===== src/rtl/dptr_pkg.sv =====
package dptr_pkg;
   typedef logic [7:0] sfr_byte_t;

   function automatic sfr_byte_t slot_byte_addr(input int base, input int slot,
                                                input int nbytes, input int b);
      return sfr_byte_t'(base + slot * nbytes + b);
   endfunction
endpackage


===== src/rtl/dptr_slot.sv =====
module dptr_slot #(
   parameter int PTR_W = 16
) (
   input  logic                   clk,
   input  logic                   rst_n,
   input  logic                   sel_me,
   input  logic                   op_inc,
   input  logic                   op_load,
   input  logic [PTR_W-1:0]       load_val,
   input  logic [PTR_W/8-1:0]     byte_wr,
   input  logic [PTR_W/8-1:0]     byte_inc,
   input  logic [7:0]             wdata,
   output logic [PTR_W-1:0]       q
);
   localparam int NB = PTR_W / 8;

   logic [PTR_W-1:0] whole_nxt;
   logic [7:0]       byte_nxt [NB];

   always_comb begin
      whole_nxt = q;
      if (sel_me && op_load)      whole_nxt = load_val;
      else if (sel_me && op_inc)  whole_nxt = q + PTR_W'(1);
   end

   for (genvar b = 0; b < NB; b++) begin : g_byte
      always_comb begin
         if (byte_wr[b])       byte_nxt[b] = wdata;
         else if (byte_inc[b]) byte_nxt[b] = q[b*8 +: 8] + 8'd1;
         else                  byte_nxt[b] = whole_nxt[b*8 +: 8];
      end
      always_ff @(posedge clk or negedge rst_n) begin
         if (!rst_n) q[b*8 +: 8] <= '0;
         else        q[b*8 +: 8] <= byte_nxt[b];
      end
   end
endmodule


===== src/rtl/dptr_sel.sv =====
module dptr_sel #(
   parameter int SEL_W = 1
) (
   input  logic             clk,
   input  logic             rst_n,
   input  logic             wr,
   input  logic             inc,
   input  logic [SEL_W-1:0] wdata,
   output logic [SEL_W-1:0] q
);
   always_ff @(posedge clk or negedge rst_n) begin
      if (!rst_n)   q <= '0;
      else if (wr)  q <= wdata;
      else if (inc) q <= q + SEL_W'(1);
   end
endmodule


===== src/rtl/dual_dptr_file.sv =====
module dual_dptr_file #(
   parameter int PTR_W     = 16,
   parameter int N_PTR     = 2,
   parameter int BASE_ADDR = 'h82
) (
   input  logic             clk,
   input  logic             rst_n,
   input  logic [7:0]       sfr_addr,
   input  logic [7:0]       sfr_wdata,
   input  logic             sfr_wr,
   input  logic             sfr_inc,
   input  logic             sfr_rd,
   input  logic             ptr_inc,
   input  logic             ptr_load,
   input  logic [PTR_W-1:0] load_val,
   output logic [7:0]       sfr_rdata,
   output logic [PTR_W-1:0] active_ptr
);
   import dptr_pkg::*;

   localparam int NB       = PTR_W / 8;
   localparam int SEL_W    = $clog2(N_PTR);
   localparam int SEL_ADDR = BASE_ADDR + N_PTR * NB;

   if (PTR_W % 8 != 0 || PTR_W < 8)
      $error("PTR_W must be a nonzero multiple of 8");
   if (N_PTR < 2 || (N_PTR & (N_PTR - 1)) != 0)
      $error("N_PTR must be a power of two, at least 2");
   if (SEL_ADDR > 255)
      $error("register map exceeds the 8-bit address space");

   logic [SEL_W-1:0] sel_q;
   logic [PTR_W-1:0] ptrs [N_PTR];
   logic             sel_hit;

   assign sel_hit = (sfr_addr == sfr_byte_t'(SEL_ADDR));

   dptr_sel #(.SEL_W(SEL_W)) u_sel (
      .clk   (clk),
      .rst_n (rst_n),
      .wr    (sfr_wr && sel_hit),
      .inc   (sfr_inc && !sfr_wr && sel_hit),
      .wdata (sfr_wdata[SEL_W-1:0]),
      .q     (sel_q)
   );

   for (genvar k = 0; k < N_PTR; k++) begin : g_slot
      logic [NB-1:0] hit;
      for (genvar b = 0; b < NB; b++) begin : g_dec
         assign hit[b] = (sfr_addr == slot_byte_addr(BASE_ADDR, k, NB, b));
      end
      dptr_slot #(.PTR_W(PTR_W)) u_slot (
         .clk      (clk),
         .rst_n    (rst_n),
         .sel_me   (sel_q == SEL_W'(k)),
         .op_inc   (ptr_inc),
         .op_load  (ptr_load),
         .load_val (load_val),
         .byte_wr  (hit & {NB{sfr_wr}}),
         .byte_inc (hit & {NB{sfr_inc && !sfr_wr}}),
         .wdata    (sfr_wdata),
         .q        (ptrs[k])
      );
   end

   assign active_ptr = ptrs[sel_q];

   always_comb begin
      sfr_rdata = '0;
      if (sfr_rd) begin
         if (sel_hit) sfr_rdata = sfr_byte_t'(sel_q);
         for (int k = 0; k < N_PTR; k++)
            for (int b = 0; b < NB; b++)
               if (sfr_addr == slot_byte_addr(BASE_ADDR, k, NB, b))
                  sfr_rdata = ptrs[k][b*8 +: 8];
      end
   end
endmodule


===== config.mk =====
export PLATFORM = sky130hd
export DESIGN_NAME = dual_dptr_file
export DESIGN_NICKNAME = d
export VERILOG_FILES = /design/src/rtl/dptr_pkg.sv /design/src/rtl/dptr_slot.sv /design/src/rtl/dptr_sel.sv /design/src/rtl/dual_dptr_file.sv
export SDC_FILE = /design/constraint.sdc
export NUM_CORES = 1
export LEC_CHECK = 0
export BUFFER_PORTS_ARGS = -buffer_cell sky130_fd_sc_hd__buf_2
export CORE_MARGIN = 2
export CORE_UTILIZATION = 35
export CTS_CLUSTER_SIZE = 16
export DETAILED_ROUTE_END_ITERATION = 16
export PLACE_DENSITY = 0.63
export SLEW_MARGIN = 40
export SYNTH_ARGS = -nofsm -noshare
export SYNTH_HDL_FRONTEND = slang
export SYNTH_SLANG_ARGS = --single-unit

===== constraint.sdc =====
create_clock -name clk -period 2.98 [get_ports clk]
set_clock_uncertainty 0.15 [all_clocks]
set_input_delay 0.298 -clock clk [delete_from_list [all_inputs] [get_ports clk]]
set_output_delay 0.298 -clock clk [all_outputs]
set_load 0.1 [all_outputs]

### Word level (Yosys, flattened, before mapping)

Cells that the tools add are included.

| cells by class | value |
|---|---|
| $add $sub $neg | 7 |
| order comparisons | 1 |
| equal/unequal tests | 5 |
| muxes and demuxes | 23 |
| bitwise operators | 6 |
| reduce and logical (&&, ||, !) cells | 13 |

Operator list:

| kind | count |
|---|---|
| $mux 16 | 7 |
| $mux 8 | 13 |
| $eq 8x8->1 const B | 5 |
| $add 16x1->16 const B | 2 |
| $add 8x1->8 const B | 4 |
| $reduce_bool 4->1 | 4 |
| $and 2x2->2 | 4 |
| $logic_and 1x1->1 | 7 |
| $mux 1 | 3 |
| $ge 2x2->1 const B | 1 |
| $not 1->2 | 1 |
| $reduce_bool 2->1 | 1 |
| $add 1x1->1 const B | 1 |
| $logic_not 1->1 | 1 |
| $not 1->1 | 1 |

| storage, ports and cells | value |
|---|---|
| bits in registers | 33 |
| input bits | 39 |
| output and inout bits | 24 |
| word-level logic and storage cells | 60 |

### Longest topological paths before layout

| depth | value |
|---|---|
| depth after elaboration | 7 |
| mapped depth | 7 |
| gate-level depth less buffers | 6 |

### Modules after synthesis

Synthesis repeated with hierarchy kept, for this count alone.

| unflattened totals | value |
|---|---|
| cells, all modules | 458 |
| area, all modules | 3,480.8 um^2 |

By module, submodules not included:

| module | instances | cells each | area an instance (um^2) | sequential area each (um^2) |
|---|---|---|---|---|
| dptr_slot | 2 | 187 | 1,412.6 | 400.4 |
| dual_dptr_file | 1 | 80 | 613.1 | 0.0 |
| dptr_sel | 1 | 4 | 42.5 | 25.0 |

### Worst setup path after synthesis

No wires, ideal clock.

| timing | value |
|---|---|
| path type | input -> output |
| from | input port sfr_addr[3] |
| to | output port sfr_rdata[3] |
| arrival | 3,518 ps |
| required time | 2,532 ps |
| path slack | -986 ps |
| stages on the path | 5 |
| path buffers | 1 |
| cells stage by stage | or4bb_1 nor2_4 buf_2 a22oi_1 a21boi_0 |

| between the ends | value |
|---|---|
| longest elaborated chain between the ends | 6 |
| elaborated cells between the ends (all ways) | 9 |
| classes of those cells | eq/ne: 4; mux: 5 |

Ends and longest elaborated chain:

| item | RTL line | text |
|---|---|---|
| start: declaration | dual_dptr_file.sv:8 | `input logic [7:0] sfr_addr,` |
| $eq 8x8->1 | dual_dptr_file.sv:74 | `if (sfr_addr == slot_byte_addr(BASE_ADDR, k, NB, b))` |
| $mux 8 (3 in a row) | dual_dptr_file.sv:74 |  |
| $mux 8 (*) | dual_dptr_file.sv:74 |  |
| $mux 8 (*) | dual_dptr_file.sv:70 | `if (sfr_rd) begin` |
| end: declaration | dual_dptr_file.sv:16 | `output logic [7:0] sfr_rdata,` |

Mark *: on every way between the ends. The rest lies on a longest branch, timed or not.

### Worst setup path in the final report

| timing | value |
|---|---|
| from | input port sfr_addr[2] |
| to | output port sfr_rdata[3] |

The elaborated chain is that of the path after synthesis.

==> summary.md <==
| Metric | Value |
|---|---|
| Number of fill cells in the layout | `950` |
| Design Area, Final | `3970 sq um` |
| PostCTS Resize Cnt | `0` |
| Nets | `514` |
| FFs w/ async S/R, synth | `1.00` |
| Die Width | `102 microns` |
| Worst flop-to-flop path startpoint | `u_sel.q` |
| Initial DRC Count | `451` |
| Drt pass-1 iters | `5` |
| Worst Path Max Fanout | `10` |
| RSZ-0062 raised after global routing | `no` |
| Hold Path Sink | `g_slot[1].u_slot.q[1]` |
| Yosys warns | `0` |
| Max incr delay on CP | `430 ps` |
| Tmin final | `2580 ps` |
| Status | `complete, no violations` |
| Final Max Tran Viols | `0` |
| Max Cap Viol | `0` |
| Largest net degree at the start of global routing | `34` |
| Fmax | `387 MHz` |
| Clock latency on the worst-skew pair | `300 ps` |
| Initial antenna violation count | `0` |
| Hold path depth | `3` |
| FP Rows | `35` |
| Stages on worst setup path | `7` |
| Top Metal Used | `met4` |
| Vias/cell | `6.20` |
| First-pass GRT wire length | `19.1 mm` |
| Reg-to-reg endpoint | `g_slot[0].u_slot.q[12]` |
| CTS Buf Count | `5` |
| Core Area | `9280 sq um` |
| Worst VDD drop | `0.271 mV` |
| Post-Route WL | `12.6 mm` |
| P_leak | `1.55 nW` |
| Clock transition at the registers of the reported paths | `70 ps` |
| Wire length on met1 | `5.46 mm` |
| Reg2reg setup slack | `770 ps` |
| Crit path kind | `input port to output port` |
| GPL Wtd Cong | `0.962` |
| CP max-delay cell | `nor4b_1` |
| Ports | `63` |
| CP top delay family | `simple AND/OR/NAND/NOR gates` |
| Slew headroom | `0.496` |
| Most frequent cells in the layout | `buf_2, a21oi_1, nor2_1` |
| Die Y | `102 microns` |
| Crit. End Element | `output port` |
| Die area | `10,400 sq um` |
| Synth top area share | `0.245` |
| Post-route ant nets | `0` |
| Yosys cell types | `65` |
| Syn_area_per_cell | `7.87 sq um` |
| Worst-margin pin slew | `753 ps` |
| CP Buf/Inv Count | `3` |
| Max clock buf depth | `2` |
| Element type at the critical path start | `input port` |
| Top cells by area, synth | `dfrtp_1, a21oi_1, a22oi_1, mux2_2, nor2_1` |
| Gr usage total | `0.244` |
| HP Class | `input port to flop` |
| Area post-placement | `3870 sq um` |
| Residual DRC | `0` |
| WP data arrival | `2130 ps` |
| Via count | `3,722` |
| Worst Reg-to-Reg Cells | `6` |
| WL met3 | `1.39 mm` |
| Vias in the first global route | `3,420` |
| H-tree levels | `2` |
| N_diodes | `0` |
| Share of cells above drive strength 1 | `0.240` |
| Post-synth EDFFs | `0` |
| Clock Sinks | `33` |
| P&R area growth vs syn | `18.0%` |
| Crit share post-route | `0.866` |
| Req. time, crit path | `2530 ps` |
| Fin cells | `600` |
| Post-Syn Area | `3370 sq um` |
| Port Buf Inserts | `62` |
| Final hold violation count | `0` |
| Area leader, netlist | `dfrtp_1` |
| Ys flop type | `dfrtp_1` |
| Routed len/inst | `21.0 microns` |
| Sequential fraction of the synthesis area | `0.245` |
| Synthesized net count | `471` |
| Pwr Density | `472 nW/um^2` |
| Hold_sp | `load_val[1]` |
| Routed wl met2 | `5.36 mm` |
| Initial Util | `0.363` |
| CTS tree | `done` |
| CTS Root Cell | `clkbuf_8` |
| Placed Instances | `592` |
| Setup-failing EPs final | `0` |
| Cells along the critical path | `buf_2 > nor4b_1 > buf_4 > and2_1 > a22oi_1 > a21boi_1 > buf_12` |
| Gr ovfl total | `0` |
| DP HPWL | `9.16 mm` |
| Most common cell after layout, fill and taps aside | `buf_2` |
| Yosys reg bits | `33` |
| Post-Syn Instances | `428` |
## registers in the layout, indices dropped and copies added (netlist names)
name / flops
g_slot.u_slot.q: 32
u_sel.q: 1
## timing repair
action,4_1_cts,5_1_grt
setup buffers,0,0
hold buffers,1,0
hold endpoints to repair,33,0
## power breakdown
group	total (W)	internal [W]	leakage, nW	switching (W)
Combinational	0.000755	0.000243	1.10	0.000512
Clock	0.000374	0.000184	0.0443	0.000190
Sequential	0.000747	0.000531	0.400	0.000217
## cells by family (layout without fill, tap and decap cells)
logic type                 Yosys count  count (layout)  share of synthesized area
buffers and inverters               46              89                     0.0646
AOI/OAI and AO/OA                  161             161                      0.313
DFF                                 33              33                      0.245
and+or+nand+nor                    134             134                      0.219
muxes                               23              23                     0.0732
xor gates and xnor gates            27              27                     0.0702
adders and majority gates            4               4                     0.0149
## metrics by stage
stage	setup TNS [ps]	worst slack (ps)	power [W]	utilization	hold slack, ps
3_5_place_dp	0	495	0.00149	0.417	284
5_1_grt	0	404	0.00196	0.428	210
6_report	0	399	0.00188	0.428	194
2_1_floorplan	-1290	-353	0.00127	-	-148
4_1_cts	0	463	0.00186	0.428	196
3_3_place_gp	0	524	0.00148	0.417	279
## Yosys cell counts, types with 4 or more instances
master and n:
nand3_1 13, a22oi_1 23, o21a_1 4, nand4_1 7, and3_1 5, mux2_2 13, xnor2_1 13, a31oi_1 11
a21oi_1 40, buf_2 13, xor2_1 14, ha_1 4, nand2_1 24, mux2i_1 10, a21boi_0 7, a21o_1 5
clkbuf_1 16, o21ai_0 26, a2bb2oi_1 4, dfrtp_1 33, nor3_1 13, a211oi_1 4, inv_1 11, nor2_1 37
o22ai_1 15
## worst min-delay path, stage by stage
cell and delay (ps):
buf_2 110, mux2i_1 60, o21ai_0 130
## per-layer routing
layer / vias to the layer above / track usage
met5: - / 0
met4: 0 / 0.0892
met3: 31 / 0.0520
met2: 249 / 0.354
met1: 1746 / 0.356
li1: 1696 / -
## area by class of cell
| type | count | area [sq um] | share of cell area |
|---|---|---|---|
| multi-input cells | 349 | 2360 | 0.593 |
| well taps | 129 | 161 | 0.0406 |
| clock buffers | 7 | 86.3 | 0.0217 |
| inverters | 11 | 41.3 | 0.0104 |
| flip-flops and latches | 33 | 826 | 0.208 |
| repair buffers | 71 | 503 | 0.127 |
## worst max-delay path by stage
stage | from | to | slack [ps]
floorplan | u_sel.q | active_ptr[12] | -350
global placement | sfr_addr[2] | sfr_rdata[3] | 520
detailed placement | sfr_addr[2] | sfr_rdata[3] | 490
CTS | sfr_addr[2] | sfr_rdata[3] | 460
global route | sfr_addr[2] | sfr_rdata[3] | 400
finish | sfr_addr[2] | sfr_rdata[3] | 400
(Power assumes the default switching activity.)
